$ cat src/rtl/segdec_pkg.sv
package segdec_pkg;

    typedef enum logic [1:0] {
        PH_IDLE = 2'd0,
        PH_EVEN = 2'd1,
        PH_ODD  = 2'd2
    } phase_e;

    localparam int SEGDEC_MAG_W_DEFAULT = 6;

endpackage

$ cat src/rtl/segdec_phase_fsm.sv
module segdec_phase_fsm
    import segdec_pkg::*;
(
    input  logic   clk,
    input  logic   rst_n,
    input  logic   run,
    output phase_e phase_q,
    output logic   load_pair
);

    phase_e phase_nxt;

    // State register
    always_ff @(posedge clk) begin
        if (!rst_n) begin
            phase_q <= PH_IDLE;
        end else begin
            phase_q <= phase_nxt;
        end
    end

    // Transitions: IDLE_HOLD, IDLE_START, EVEN_TO_ODD, ODD_NEXT, ODD_STOP
    always_comb begin
        phase_nxt = PH_IDLE;
        unique case (phase_q)
            PH_IDLE: phase_nxt = run ? PH_EVEN : PH_IDLE;
            PH_EVEN: phase_nxt = PH_ODD;
            PH_ODD:  phase_nxt = run ? PH_EVEN : PH_IDLE;
            default: phase_nxt = PH_IDLE;
        endcase
    end

    // Outputs: a new pair is taken on every edge that does not end an even cycle
    always_comb begin
        load_pair = 1'b0;
        unique case (phase_q)
            PH_IDLE: load_pair = 1'b1;
            PH_EVEN: load_pair = 1'b0;
            PH_ODD:  load_pair = 1'b1;
            default: load_pair = 1'b1;
        endcase
    end

endmodule

$ cat src/rtl/segdec_stage1.sv
module segdec_stage1 #(
    parameter int MAG_W = 6
) (
    input  logic                  clk,
    input  logic                  rst_n,
    input  logic                  load,
    input  logic [MAG_W-1:0]      code,
    input  logic                  sign,
    output logic [(2**(MAG_W-MAG_W/2))-2:0] coarse_q,
    output logic [(2**(MAG_W/2))-2:0]       fine_q,
    output logic                  sign_q
);

    localparam int FINE_W   = MAG_W / 2;
    localparam int COARSE_W = MAG_W - FINE_W;
    localparam int N_GROUPS = (2 ** COARSE_W) - 1;
    localparam int FINE_SL  = (2 ** FINE_W) - 1;

    logic [COARSE_W-1:0] code_hi;
    logic [FINE_W-1:0]   code_lo;
    logic [N_GROUPS-1:0] coarse_th;
    logic [FINE_SL-1:0]  fine_th;

    assign code_hi = code[MAG_W-1:FINE_W];
    assign code_lo = code[FINE_W-1:0];

    // Coarse thermometer: group g lit when upper field exceeds g
    for (genvar g = 0; g < N_GROUPS; g++) begin : g_coarse
        assign coarse_th[g] = (code_hi > COARSE_W'(g));
    end

    // Fine thermometer: slice j lit when lower field exceeds j
    for (genvar j = 0; j < FINE_SL; j++) begin : g_fine
        assign fine_th[j] = (code_lo > FINE_W'(j));
    end

    always_ff @(posedge clk) begin
        if (!rst_n) begin
            coarse_q <= '0;
            fine_q   <= '0;
            sign_q   <= 1'b0;
        end else if (load) begin
            coarse_q <= coarse_th;
            fine_q   <= fine_th;
            sign_q   <= sign;
        end
    end

endmodule

$ cat src/rtl/segdec_stage2.sv
module segdec_stage2
    import segdec_pkg::*;
#(
    parameter int MAG_W = 6
) (
    input  logic clk,
    input  logic rst_n,
    input  phase_e phase,
    input  logic [1:0][(2**(MAG_W-MAG_W/2))-2:0] coarse_in,
    input  logic [1:0][(2**(MAG_W/2))-2:0]       fine_in,
    input  logic [1:0]                           sign_in,
    output logic [(2**MAG_W)-2:0] slice_en,
    output logic                  sign_p,
    output logic                  sign_n
);

    localparam int FINE_W   = MAG_W / 2;
    localparam int COARSE_W = MAG_W - FINE_W;
    localparam int N_GROUPS = (2 ** COARSE_W) - 1;
    localparam int GROUP_SL = 2 ** FINE_W;
    localparam int FINE_SL  = (2 ** FINE_W) - 1;
    localparam int N_SLICES = (2 ** MAG_W) - 1;
    localparam int FINE_LSB = N_GROUPS * GROUP_SL;

    logic [N_GROUPS-1:0] sel_coarse;
    logic [FINE_SL-1:0]  sel_fine;
    logic                sel_sign;
    logic                sel_live;
    logic [N_SLICES-1:0] en_nxt;

    // Phase multiplexer between the two decode stages
    always_comb begin
        sel_coarse = '0;
        sel_fine   = '0;
        sel_sign   = 1'b0;
        sel_live   = 1'b0;
        unique case (phase)
            PH_IDLE: begin
                sel_live = 1'b0;
            end
            PH_EVEN: begin
                sel_coarse = coarse_in[0];
                sel_fine   = fine_in[0];
                sel_sign   = sign_in[0];
                sel_live   = 1'b1;
            end
            PH_ODD: begin
                sel_coarse = coarse_in[1];
                sel_fine   = fine_in[1];
                sel_sign   = sign_in[1];
                sel_live   = 1'b1;
            end
            default: begin
                sel_live = 1'b0;
            end
        endcase
    end

    // Expansion of each coarse bit to a full group of slices
    for (genvar g = 0; g < N_GROUPS; g++) begin : g_expand
        assign en_nxt[g*GROUP_SL +: GROUP_SL] = {GROUP_SL{sel_coarse[g]}};
    end
    assign en_nxt[FINE_LSB +: FINE_SL] = sel_fine;

    // Output register: enables and sign leave on the same edge
    always_ff @(posedge clk) begin
        if (!rst_n) begin
            slice_en <= '0;
            sign_p   <= 1'b0;
            sign_n   <= 1'b1;
        end else if (sel_live) begin
            slice_en <= en_nxt;
            sign_p   <= sel_sign;
            sign_n   <= ~sel_sign;
        end else begin
            slice_en <= '0;
            sign_p   <= 1'b0;
            sign_n   <= 1'b1;
        end
    end

endmodule

$ cat src/rtl/segdec_top.sv
module segdec_top
    import segdec_pkg::*;
#(
    parameter int MAG_W = SEGDEC_MAG_W_DEFAULT
) (
    input  logic                  clk,
    input  logic                  rst_n,
    input  logic                  run,
    input  logic [MAG_W-1:0]      even_code,
    input  logic                  even_sign,
    input  logic [MAG_W-1:0]      odd_code,
    input  logic                  odd_sign,
    output logic [(2**MAG_W)-2:0] slice_en,
    output logic                  sign_p,
    output logic                  sign_n
);

    localparam int FINE_W   = MAG_W / 2;
    localparam int COARSE_W = MAG_W - FINE_W;
    localparam int N_GROUPS = (2 ** COARSE_W) - 1;
    localparam int FINE_SL  = (2 ** FINE_W) - 1;

    phase_e phase_q;
    logic   load_pair;

    logic [1:0][MAG_W-1:0]    ph_code;
    logic [1:0]               ph_sign;
    logic [1:0][N_GROUPS-1:0] s1_coarse;
    logic [1:0][FINE_SL-1:0]  s1_fine;
    logic [1:0]               s1_sign;

    assign ph_code[0] = even_code;
    assign ph_code[1] = odd_code;
    assign ph_sign[0] = even_sign;
    assign ph_sign[1] = odd_sign;

    segdec_phase_fsm u_fsm (
        .clk       (clk),
        .rst_n     (rst_n),
        .run       (run),
        .phase_q   (phase_q),
        .load_pair (load_pair)
    );

    // One first-stage register set per phase
    for (genvar p = 0; p < 2; p++) begin : g_phase
        segdec_stage1 #(.MAG_W(MAG_W)) u_s1 (
            .clk      (clk),
            .rst_n    (rst_n),
            .load     (load_pair),
            .code     (ph_code[p]),
            .sign     (ph_sign[p]),
            .coarse_q (s1_coarse[p]),
            .fine_q   (s1_fine[p]),
            .sign_q   (s1_sign[p])
        );
    end

    segdec_stage2 #(.MAG_W(MAG_W)) u_s2 (
        .clk       (clk),
        .rst_n     (rst_n),
        .phase     (phase_q),
        .coarse_in (s1_coarse),
        .fine_in   (s1_fine),
        .sign_in   (s1_sign),
        .slice_en  (slice_en),
        .sign_p    (sign_p),
        .sign_n    (sign_n)
    );

endmodule

$ cat config.mk
export PLATFORM = sky130hd
export DESIGN_NAME = segdec_top
export DESIGN_NICKNAME = d
export VERILOG_FILES = /design/src/rtl/segdec_pkg.sv /design/src/rtl/segdec_phase_fsm.sv /design/src/rtl/segdec_stage1.sv /design/src/rtl/segdec_stage2.sv /design/src/rtl/segdec_top.sv
export SDC_FILE = /design/constraint.sdc
export NUM_CORES = 1
export LEC_CHECK = 0
export ABC_AREA = 0
export BUFFER_PORTS_ARGS = -buffer_cell sky130_fd_sc_hd__buf_2
export CORE_ASPECT_RATIO = 0.8
export CORE_MARGIN = 5
export CORE_UTILIZATION = 45
export CTS_BUF_LIST = sky130_fd_sc_hd__clkbuf_8 sky130_fd_sc_hd__clkbuf_16
export DETAILED_ROUTE_END_ITERATION = 7
export PLACE_DENSITY = 0.75
export SLEW_MARGIN = 0
export SYNTH_ARGS = -nofsm -noshare
export SYNTH_HDL_FRONTEND = slang
export SYNTH_SLANG_ARGS = --single-unit
export TNS_END_PERCENT = 20
$ cat constraint.sdc
create_clock -name clk -period 1.9 [get_ports clk]
set_clock_uncertainty 0.1 [all_clocks]
set_input_delay 0.38 -clock clk [delete_from_list [all_inputs] [get_ports clk]]
set_output_delay 0.38 -clock clk [all_outputs]
set_load 0.05 [all_outputs]
==> results by group, run 1 <==
Yosys
  – Cells after Synth: 238
  – Synth Register Bits: 48
  – Post-synthesis sequential area ratio: 45.31%
  – Asr flop ratio synth: 0%
  – Syn Nets: 258
  – Post-Syn Area: 2121 um2
  – Synth Flop Type: dfxtp_1
  – Synth warnings: 0
  – EDFF count, synth: 0
  – Cell variety after synth: 24
  – Average size of a mapped cell: 8.911 um2

Layout
  – Ant. Diodes: 0
  – Commonest non-fill, non-tap cell in the layout: buf_2
  – Final Cell Area: 2306 um2
  – Filler instances: 453
  – Fraction of layout cells with a size suffix above 1: 35.06%
  – Reg area: 960.9 um2
  – Area Growth Syn to Fin: 8.731%
  – Nets: 290
  – Multi-input logic area: 708.2 um2
  – Most frequent cells in the layout: buf_2 (81), dfxtp_1 (48), nand2_1 (25)

Route
  – DRC Markers: 0
  – Post-DR vias/cell: 4.737
  – Routed wire per std cell: 12.24 um
  – Router iterations before antenna repair: 4
  – DRT iter0 DRCs: 59
  – Routed Antenna Nets: 0
  – DR vias: 1,568
  – Final wirelength: 4050 um

STA
  – Setup ws final: 0.2084 ns
  – Final setup vio count: 0
  – RSZ-0062 raised after global routing: false
  – Worst-Margin Slew: 0.6789 ns
  – Final Max Tran Viols: 0
  – Worst Hold Slack: 0.2160 ns
  – Final Cycle Share: 89.03%
  – Final hold viol count: 0
  – Max Freq: 591.2 MHz
  – Crit path time final: 1.692 ns
  – Rel. slew slack: 54.74%
  – TNS Setup: 0 ns

Power and ir drop
  – Flop pwr share: 53.5%
  – Clock power frac: 36.3%
  – Internal Power: 0.001512 W
  – Post-layout total power: 0.002006 W
  – Static leakage: 1.112 nW
  – Combinational Power Share: 10.1%
  – Switching fraction of total power: 24.64%
  – Power per cell area: 870.0 nW/um2
  – Psw: 0.0004942 W
  – Peak VDD IR: 0.5150 mV

Die
  – Row count: 22
  – Core area: 4569 um2
  – Die Y: 71.40 um
  – Initial Utilization: 46.41%
  – Die Footprint: 6194 um2
  – Chip Width: 86.76 um
  – IO Pins: 82

CTS
  – TritonCTS Buffers: 5
  – Bufs on Longest Clock Path: 2
  – Clk sinks: 48
  – CTS Root Cell: clkbuf_8
  – Htree depth: 2
  – Setup Buffers After CTS: 0
  – CTS tree: built
  – Later-pin clock latency in the skew report: 0.31 ns
  – Clk slew on worst S/H paths: 0.08 ns
  – Hold-fix buffers at CTS: 0
  – CTS-repair resized insts: 0

Global routing
  – Vias in the first global route: 1,412
  – Total GRT Usage: 13.39%
  – First-pass GRT wire length: 6644 um
  – Global route overflow: 0
  – Initial antenna violation count: 0
  – Largest net degree at the start of global routing: 33

Worst hold path
  – Hold path depth: 2
  – Worst hold path class: input pin to register

Placed design
  – DP HPWL: 2875 um
  – Placed Area: 2195 um2
  – IO Port Bufs: 81
  – Final Wtd Congestion: 0.7630
  – Pre-CTS WS: 0.2257 ns

Setup path
  – Max FO, Critical Path: 15
  – Critical path capture point type: register
  – CP arrival: 1.80 ns
  – CP required: 2.00 ns
  – Critical path class: register to register
  – Worst Reg2Reg Path Length in Cells: 5
  – Startpoint types: register

Run
  – Max-cap violations: 0

Status
  – Status: finished clean
-- synth_stat cells, drive strengths merged, types with 4 or more instances --
cell	n	area (um2)
a22oi	8	60.06
nor2b	7	46.30
nor2	9	33.78
a21boi	7	52.55
dfxtp	48	960.9
buf	57	425.4
a21oi	21	108.9
nand2	25	93.84
o21ai	19	95.09
inv	4	15.01
nand3	4	20.02
nor3	5	25.02
and2	7	43.79
-- final cells by class --
cell class                 instances  area share [%]
clock buffer                       5           2.984
clock inverter                     3           1.845
inverter                           4          0.6511
multi-input combinational        126           30.71
sequential                        48           41.67
tap                               60           3.256
timing repair buffer              85           18.88
-- final timing paths --
kind	from	endpoint	slack, ns
max	u_fsm.phase_q[0]	u_s2.sign_n	0.21
min	run	u_fsm.phase_q[0]	0.22
max reg2reg	u_fsm.phase_q[0]	u_s2.sign_n	0.21
min reg2reg	g_phase[1].u_s1.fine_q[4]	u_s2.slice_en[60]	0.36
-- critical path, cell delays in order (launching register included) --
cell and delay, ns:
dfxtp_1 0.38, inv_1 0.07, ha_1 0.28, nand2b_1 0.45
a21oi_2 0.26, inv_1 0.05
-- flip-flops by register name, indices dropped and copies added (netlist names) --
name and count:
g_phase.u_s1.fine_q 14, g_phase.u_s1.sign_q 2, g_phase.u_s1.coarse_q 14, u_fsm.phase_q 2, u_s2.sign_p 1, u_s2.slice_en 14
u_s2.sign_n 1
-- power by group through the flow --
stage               Clock, W  Combinational, W  Sequential [W]
finish              0.000728          0.000204         0.00107
global route        0.000792          0.000230         0.00108
CTS                 0.000747          0.000206         0.00107
detailed placement         0          0.000205         0.00110
global placement           0          0.000201         0.00110
floorplan                  0          0.000149         0.00110
-- per-stage QoR --
stage / instances / utilization, %
2_1_floorplan: 238 / -
3_3_place_gp: 323 / 48.03
3_5_place_dp: 323 / 48.03
4_1_cts: 331 / 50.47
5_1_grt: 331 / 50.47
6_report: 331 / 50.47
-- metal layers --
| layer | up-vias | wire [um] | GRT usage, % |
|---|---|---|---|
| met2 | 66 | 1688 | 20.80 |
| met5 | - | 0 | 0 |
| met4 | 0 | 46 | 5.709 |
| li1 | 803 | - | - |
| met3 | 5 | 484 | 4.023 |
| met1 | 694 | 1831 | 17.27 |
-- cells by family after synthesis --
kind of cell               count (synthesis)  share of synthesized area [%]
buffers and inverters                     64                          21.30
and+or+nand+nor                           62                          13.86
DFF                                       48                          45.31
AOI/OAI and AO/OA                         58                          16.34
muxes                                      3                          1.416
adders and majority gates                  3                          1.770
Power figures use the tool's default switching activity.
==> run 2, diff against run 1 <==
--- a/config.mk
+++ b/config.mk
@@ -9,12 +9,12 @@
 export BUFFER_PORTS_ARGS = -buffer_cell sky130_fd_sc_hd__buf_2
 export CORE_ASPECT_RATIO = 0.8
 export CORE_MARGIN = 5
-export CORE_UTILIZATION = 45
+export CORE_UTILIZATION = 48
 export CTS_BUF_LIST = sky130_fd_sc_hd__clkbuf_8 sky130_fd_sc_hd__clkbuf_16
 export DETAILED_ROUTE_END_ITERATION = 7
-export PLACE_DENSITY = 0.75
+export GPL_TIMING_DRIVEN = 1
+export PLACE_DENSITY = 0.79
 export SLEW_MARGIN = 0
 export SYNTH_ARGS = -nofsm -noshare
 export SYNTH_HDL_FRONTEND = slang
 export SYNTH_SLANG_ARGS = --single-unit
-export TNS_END_PERCENT = 20
==> run 2 against run 1 <==
  * Clock-buffer cell count stayed put
  * Flip-flop and latch count stayed put
  * Core utilization is 3.3 points higher
  * First-iteration DRC count is 31% higher
  * Critical path depth stayed put
  * Cell count is 0.91% lower
  * Clock power is 24% lower
  * Global-route usage is 1.2 points higher
  * Largest cell class unchanged
  * Largest power group unchanged
==> results by group, run 2 (synthesis gave the netlist of run 1 again) <==
Layout
  – Nets: 291 (+0.34%)
  – Most frequent cells in the layout: buf_2 (81), dfxtp_1 (48), nand2_1 (25)
  – Area Growth Syn to Fin: 7.316%
  – Ant. Diodes: 0 (unchanged)
  – Commonest non-fill, non-tap cell in the layout: buf_2
  – Top Registers: g_phase.u_s1.coarse_q (14), g_phase.u_s1.fine_q (14), u_s2.slice_en (14)
  – Layout Cells excl Fill: 328 (-0.91%)
  – Fraction of layout cells with a size suffix above 1: 34.69% (-0.37 points)

STA
  – Final hold viol count: 0 (unchanged)
  – Max Freq: 583.6 MHz (-1.3%)
  – Worst-Margin Slew: 0.7349 ns (+0.05597 ns)
  – Final Cycle Share: 90.18% (+1.1 points)
  – TNS Setup: 0 ns (unchanged)
  – Crit path time final: 1.713 ns (+0.02177 ns)
  – RSZ-0062 raised after global routing: false
  – Final Max Tran Viols: 0 (unchanged)
  – Rel. slew slack: 51.01% (-3.7 points)
  – Final setup vio count: 0 (unchanged)

Power and ir drop
  – Internal Power: 0.001369 W (-9.4%)
  – Flop pwr share: 58.4% (+4.9 points)
  – Post-layout total power: 0.001839 W (-8.3%)
  – Combinational Power Share: 11.4% (+1.3 points)
  – Switching fraction of total power: 25.55% (+0.92 points)
  – Peak VDD IR: 0.4947 mV (-3.9%)
  – Static leakage: 1.109 nW (-0.34%)
  – Psw: 0.0004700 W (-4.9%)
  – Clock power frac: 30.2% (-6.1 points)
  – Power per cell area: 808.1 nW/um2 (-7.1%)

Die
  – Die Y: 69.46 um (-2.7%)
  – Initial Utilization: 50.13% (+3.7 points)
  – Chip Width: 84.32 um (-2.8%)
  – Die Footprint: 5856 um2 (-5.5%)
  – Core area: 4230 um2 (-7.4%)
  – IO Pins: 82 (unchanged)
  – Row count: 21 (-4.5%)

CTS
  – Htree depth: 2 (unchanged)
  – TritonCTS Buffers: 5 (unchanged)
  – Setup Buffers After CTS: 0 (unchanged)
  – Bufs on Longest Clock Path: 2 (unchanged)
  – Clk slew on worst S/H paths: 0.08 ns (about the same)
  – Clk sinks: 48 (unchanged)
  – CTS-repair resized insts: 0 (unchanged)
  – CTS Root Cell: clkbuf_8
  – Later-pin clock latency in the skew report: 0.30 ns (about the same)
  – Hold-fix buffers at CTS: 0 (unchanged)
  – CTS tree: built

Status
  – Status: finished clean

Global routing
  – Vias in the first global route: 1,436 (+1.7%)
  – Total GRT Usage: 14.63% (+1.2 points)
  – First-pass GRT wire length: 6837 um (+2.9%)
  – Largest net degree at the start of global routing: 33 (unchanged)
  – Global route overflow: 0 (unchanged)
  – Initial antenna violation count: 0 (unchanged)

Worst hold path
  – Worst hold path class: input pin to register

Setup path
  – Critical path capture point type: register
  – Startpoint types: register
  – Critical path class: register to register
  – Max FO, Critical Path: 15 (unchanged)
  – CP arrival: 1.81 ns (about the same)
  – CP required: 2.00 ns (about the same)

Placed design
  – Placed Instances: 321 (-0.62%)
  – Final Wtd Congestion: 0.8029 (+5.2%)
  – IO Port Bufs: 81 (unchanged)
  – DP HPWL: 2990 um (+4.0%)

Route
  – Routed Antenna Nets: 0 (unchanged)
  – Post-DR vias/cell: 4.912 (+3.7%)
  – Final wirelength: 4231 um (+4.5%)
  – Routed wire per std cell: 12.90 um (+5.4%)
  – DR vias: 1,611 (+2.7%)
  – Router iterations before antenna repair: 4 (unchanged)
  – DRC Markers: 0 (unchanged)
  – DRT iter0 DRCs: 77 (+31%)

Run
  – Max-cap violations: 0 (unchanged)
-- run 2: cell count changes in the layout (fill, tap and decap cells not counted) --
cell / before / now
bufinv_16: 1 / 0
buf_4: 4 / 5
clkinvlp_4: 1 / 0
inv_1: 4 / 5
-- run 2: path summary, 6_finish.rpt --
path                               start                 to  slack [ns]  depth (start not counted)
min                                  run   u_fsm.phase_q[0]        0.21                          2
min reg2reg  g_phase[1].u_s1.coarse_q[6]  u_s2.slice_en[55]        0.36                          2
max reg2reg             u_fsm.phase_q[0]        u_s2.sign_n        0.19                          5
max                     u_fsm.phase_q[0]        u_s2.sign_n        0.19                          5
-- run 2: critical path, stage by stage, from the launching register on --
cell,delay [ns]
dfxtp_1,0.36
inv_1,0.07
ha_1,0.28
nand2b_1,0.48
a21oi_2,0.27
inv_1,0.05
-- run 2: cell type report --
| cell class | instances | area, um2 |
|---|---|---|
| Inverter | 4 | 15.01 |
| Clock inverter | 2 | 8.758 |
| Multi-Input combinational cell | 126 | 708.2 |
| Clock buffer | 5 | 68.82 |
| Sequential cell | 48 | 960.9 |
| Fill cell | 429 | 1954 |
| Timing Repair Buffer | 86 | 442.9 |
| Tap cell | 57 | 71.32 |
-- run 2: power groups by stage --
stage / clock [W] / sequential, W / combinational, W
after global routing: 0.000627 / 0.00108 / 0.000229
after detailed placement: 0 / 0.00110 / 0.000210
final: 0.000556 / 0.00107 / 0.000209
after floorplan: 0 / 0.00110 / 0.000149
after global placement: 0 / 0.00110 / 0.000205
after CTS: 0.000583 / 0.00107 / 0.000210
-- run 2: per-layer routing --
metal,GRT usage (%),vias up,routed length (um)
met2,23.56,62,1901
met4,4.821,0,50
met1,17.39,732,1837
met3,6.413,6,442
met5,0,-,0
li1,-,811,-
-- run 2: stage by stage --
| stage | cell area (um2) | utilization, % | setup slack [ns] | hold WS [ns] |
|---|---|---|---|---|
| floorplan | 2121 | - | 0.4069 | 0.3364 |
| global placement | 2198 | 51.97 | 0.2692 | 0.3444 |
| detailed placement | 2198 | 51.97 | 0.1820 | 0.3465 |
| CTS | 2276 | 53.80 | 0.1813 | 0.1992 |
| global route | 2276 | 53.80 | 0.05091 | 0.1916 |
| finish | 2276 | 53.80 | 0.1866 | 0.2140 |
==> run 3, diff against run 2 <==
--- a/config.mk
+++ b/config.mk
@@ -9,11 +9,12 @@
 export BUFFER_PORTS_ARGS = -buffer_cell sky130_fd_sc_hd__buf_2
 export CORE_ASPECT_RATIO = 0.8
 export CORE_MARGIN = 5
-export CORE_UTILIZATION = 48
+export CORE_UTILIZATION = 52
 export CTS_BUF_LIST = sky130_fd_sc_hd__clkbuf_8 sky130_fd_sc_hd__clkbuf_16
 export DETAILED_ROUTE_END_ITERATION = 7
+export GPL_ROUTABILITY_DRIVEN = 0
 export GPL_TIMING_DRIVEN = 1
-export PLACE_DENSITY = 0.79
+export PLACE_DENSITY = 0.84
 export SLEW_MARGIN = 0
 export SYNTH_ARGS = -nofsm -noshare
 export SYNTH_HDL_FRONTEND = slang
==> constraint.sdc (replaced) <==
create_clock -name clk -period 2.1 [get_ports clk]
set_clock_uncertainty 0.1 [all_clocks]
set_input_delay 0.42 -clock clk [delete_from_list [all_inputs] [get_ports clk]]
set_output_delay 0.42 -clock clk [all_outputs]
set_load 0.05 [all_outputs]
==> run 3 against run 2 <==
  * First-iteration DRC count up 32%
  * Final area down 0.22%
  * Power down 7.8%
  * Sequential power down 9%
  * Worst hold slack better by 0.047 ns
  * Fmax up 2.4%
  * Largest power group unchanged
==> results by group, run 3 (synthesis gave the netlist of run 1 again) <==
CTS
  – Bufs on Longest Clock Path: 2 (unchanged)
  – CTS tree: built
  – Setup Buffers After CTS: 0 (unchanged)
  – Htree depth: 2 (unchanged)
  – Hold-fix buffers at CTS: 0 (unchanged)
  – CTS-repair resized insts: 0 (unchanged)
  – Clk sinks: 48 (unchanged)
  – CTS Root Cell: clkbuf_8
  – Later-pin clock latency in the skew report: 0.29 ns (about the same)
  – TritonCTS Buffers: 5 (unchanged)
  – Clk slew on worst S/H paths: 0.08 ns (about the same)

Power and ir drop
  – Clock power frac: 31.9% (+1.7 points)
  – Psw: 0.0004233 W (-9.9%)
  – Power per cell area: 747.0 nW/um2 (-7.6%)
  – Flop pwr share: 57.4% (-1.0 points)
  – Combinational Power Share: 10.8% (-0.6 points)
  – Static leakage: 1.107 nW (-0.17%)
  – Peak VDD IR: 0.5396 mV (+9.1%)
  – Internal Power: 0.001273 W (-7.0%)
  – Switching fraction of total power: 24.95% (-0.60 points)
  – Post-layout total power: 0.001696 W (-7.8%)

Setup path
  – Startpoint types: register
  – RR Startpoint: u_fsm.phase_q[1]
  – Critical path class: register to register
  – Internal reg-to-reg setup slack: 0.43 ns (+0.24 ns)
  – Max FO, Critical Path: 21 (+6)
  – Worst Setup SP: u_fsm.phase_q[1]
  – CP arrival: 1.80 ns (about the same)
  – Worst R2R End: g_phase[0].u_s1.fine_q[0]
  – CP required: 2.23 ns (+0.23 ns)
  – Critical path capture point type: register
  – Worst Reg2Reg Path Length in Cells: 6 (+1)

Worst hold path
  – Worst hold path class: input pin to register
  – Hold Path End: u_fsm.phase_q[0]
  – HP Start: run
  – Hold path depth: 2 (unchanged)

Layout
  – Layout Cells excl Fill: 325 (-0.91%)
  – Ant. Diodes: 0 (unchanged)
  – Top Registers: g_phase.u_s1.coarse_q (14), g_phase.u_s1.fine_q (14), u_s2.slice_en (14)
  – Nets: 289 (-0.69%)
  – Area Growth Syn to Fin: 7.080%
  – Commonest non-fill, non-tap cell in the layout: buf_2
  – Fraction of layout cells with a size suffix above 1: 34.07% (-0.61 points)
  – Most frequent cells in the layout: buf_2 (81), dfxtp_1 (48), nand2_1 (25)

STA
  – Final Max Tran Viols: 0 (unchanged)
  – Max Freq: 597.9 MHz (+2.4%)
  – Worst-Margin Slew: 0.6191 ns (-0.1158 ns)
  – Crit path time final: 1.672 ns (-0.04096 ns)
  – Final setup vio count: 0 (unchanged)
  – Final Cycle Share: 79.64% (-11 points)
  – Rel. slew slack: 58.72% (+7.7 points)
  – RSZ-0062 raised after global routing: false
  – TNS Setup: 0 ns (unchanged)
  – Final hold viol count: 0 (unchanged)

Die
  – Die Y: 67.12 um (-3.4%)
  – Core area: 3879 um2 (-8.3%)
  – Initial Utilization: 54.68% (+4.5 points)
  – IO Pins: 82 (unchanged)
  – Row count: 20 (-4.8%)
  – Die Footprint: 5464 um2 (-6.7%)
  – Chip Width: 81.40 um (-3.5%)

Route
  – Final wirelength: 3970 um (-6.2%)
  – Router iterations before antenna repair: 4 (unchanged)
  – DRT iter0 DRCs: 102 (+32%)
  – DR vias: 1,583 (-1.7%)
  – Post-DR vias/cell: 4.871 (-0.83%)
  – Met3 WL: 387 um (-12%)
  – Routed wire per std cell: 12.22 um (-5.3%)
  – DRC Markers: 0 (unchanged)
  – Routed Antenna Nets: 0 (unchanged)
  – DR top layer: met4
  – Metal2 WL: 1806 um (-5.0%)
  – Met1 wire length: 1763 um (-4.0%)

Placed design
  – IO Port Bufs: 81 (unchanged)
  – Placed Instances: 317 (-1.2%)
  – DP HPWL: 2894 um (-3.2%)

Global routing
  – Largest net degree at the start of global routing: 33 (unchanged)
  – Global route overflow: 0 (unchanged)
  – First-pass GRT wire length: 6092 um (-11%)
  – Total GRT Usage: 14.67% (+0.047 points)
  – Vias in the first global route: 1,401 (-2.4%)
  – Initial antenna violation count: 0 (unchanged)

Run
  – Max-cap violations: 0 (unchanged)

Status
  – Status: finished clean
## run 3: changes by cell type in the layout (fill, tap and decap cells not counted), sizes merged
cell,previous run,this run
buf,86,84
clkbuf,5,6
clkinv,1,0
inv,5,6
## run 3: worst max path at each step
stage | endpoint | cells past startpoint
2_1_floorplan | slice_en[10] | 1
3_3_place_gp | u_s2.sign_n | 5
3_5_place_dp | u_s2.sign_n | 5
4_1_cts | g_phase[1].u_s1.coarse_q[0] | 6
5_1_grt | g_phase[1].u_s1.coarse_q[0] | 6
6_report | g_phase[0].u_s1.fine_q[0] | 6
## run 3: worst max-delay path, stage by stage (launching register included)
cell and delay [ns]:
dfxtp_1 0.33, inv_1 0.06, ha_1 0.19, buf_4 0.20
inv_1 0.41, o21ai_0 0.17, a21oi_1 0.15
## run 3: power groups by stage
stage          clock network (W)  registers [W]  logic (W)
6_report                0.000541       0.000973   0.000183
4_1_cts                 0.000557       0.000973   0.000183
5_1_grt                 0.000598       0.000978   0.000202
3_5_place_dp                   0       0.000994   0.000183
3_3_place_gp                   0       0.000992   0.000179
2_1_floorplan                  0       0.000997   0.000134
## run 3: cell type report
class                   count  area [um2]
flip-flops and latches     48       960.9
clock inverters             2       7.507
clock buffers               6       82.58
inverters                   4       15.01
well taps                  55       68.82
fillers                   358        1608
repair buffers             84       427.9
multi-input cells         126       708.2
## run 3: layer usage
layer  global-route usage (%)  vias up
met5                        0        -
met4                    5.485        0
met3                    5.541        2
met2                    23.78       74
met1                    17.66      702
li1                         -      805
## run 3: stage by stage
| step | worst slack (ns) | instance area (um2) | util, % | hold slack (ns) |
|---|---|---|---|---|
| global route | 0.2215 | 2271 | 58.55 | 0.2454 |
| CTS | 0.4314 | 2271 | 58.55 | 0.2522 |
| detailed placement | 0.4381 | 2181 | 56.23 | 0.3501 |
| floorplan | 0.5669 | 2121 | - | 0.3364 |
| global placement | 0.5133 | 2181 | 56.23 | 0.3522 |
| finish | 0.4276 | 2271 | 58.55 | 0.2606 |
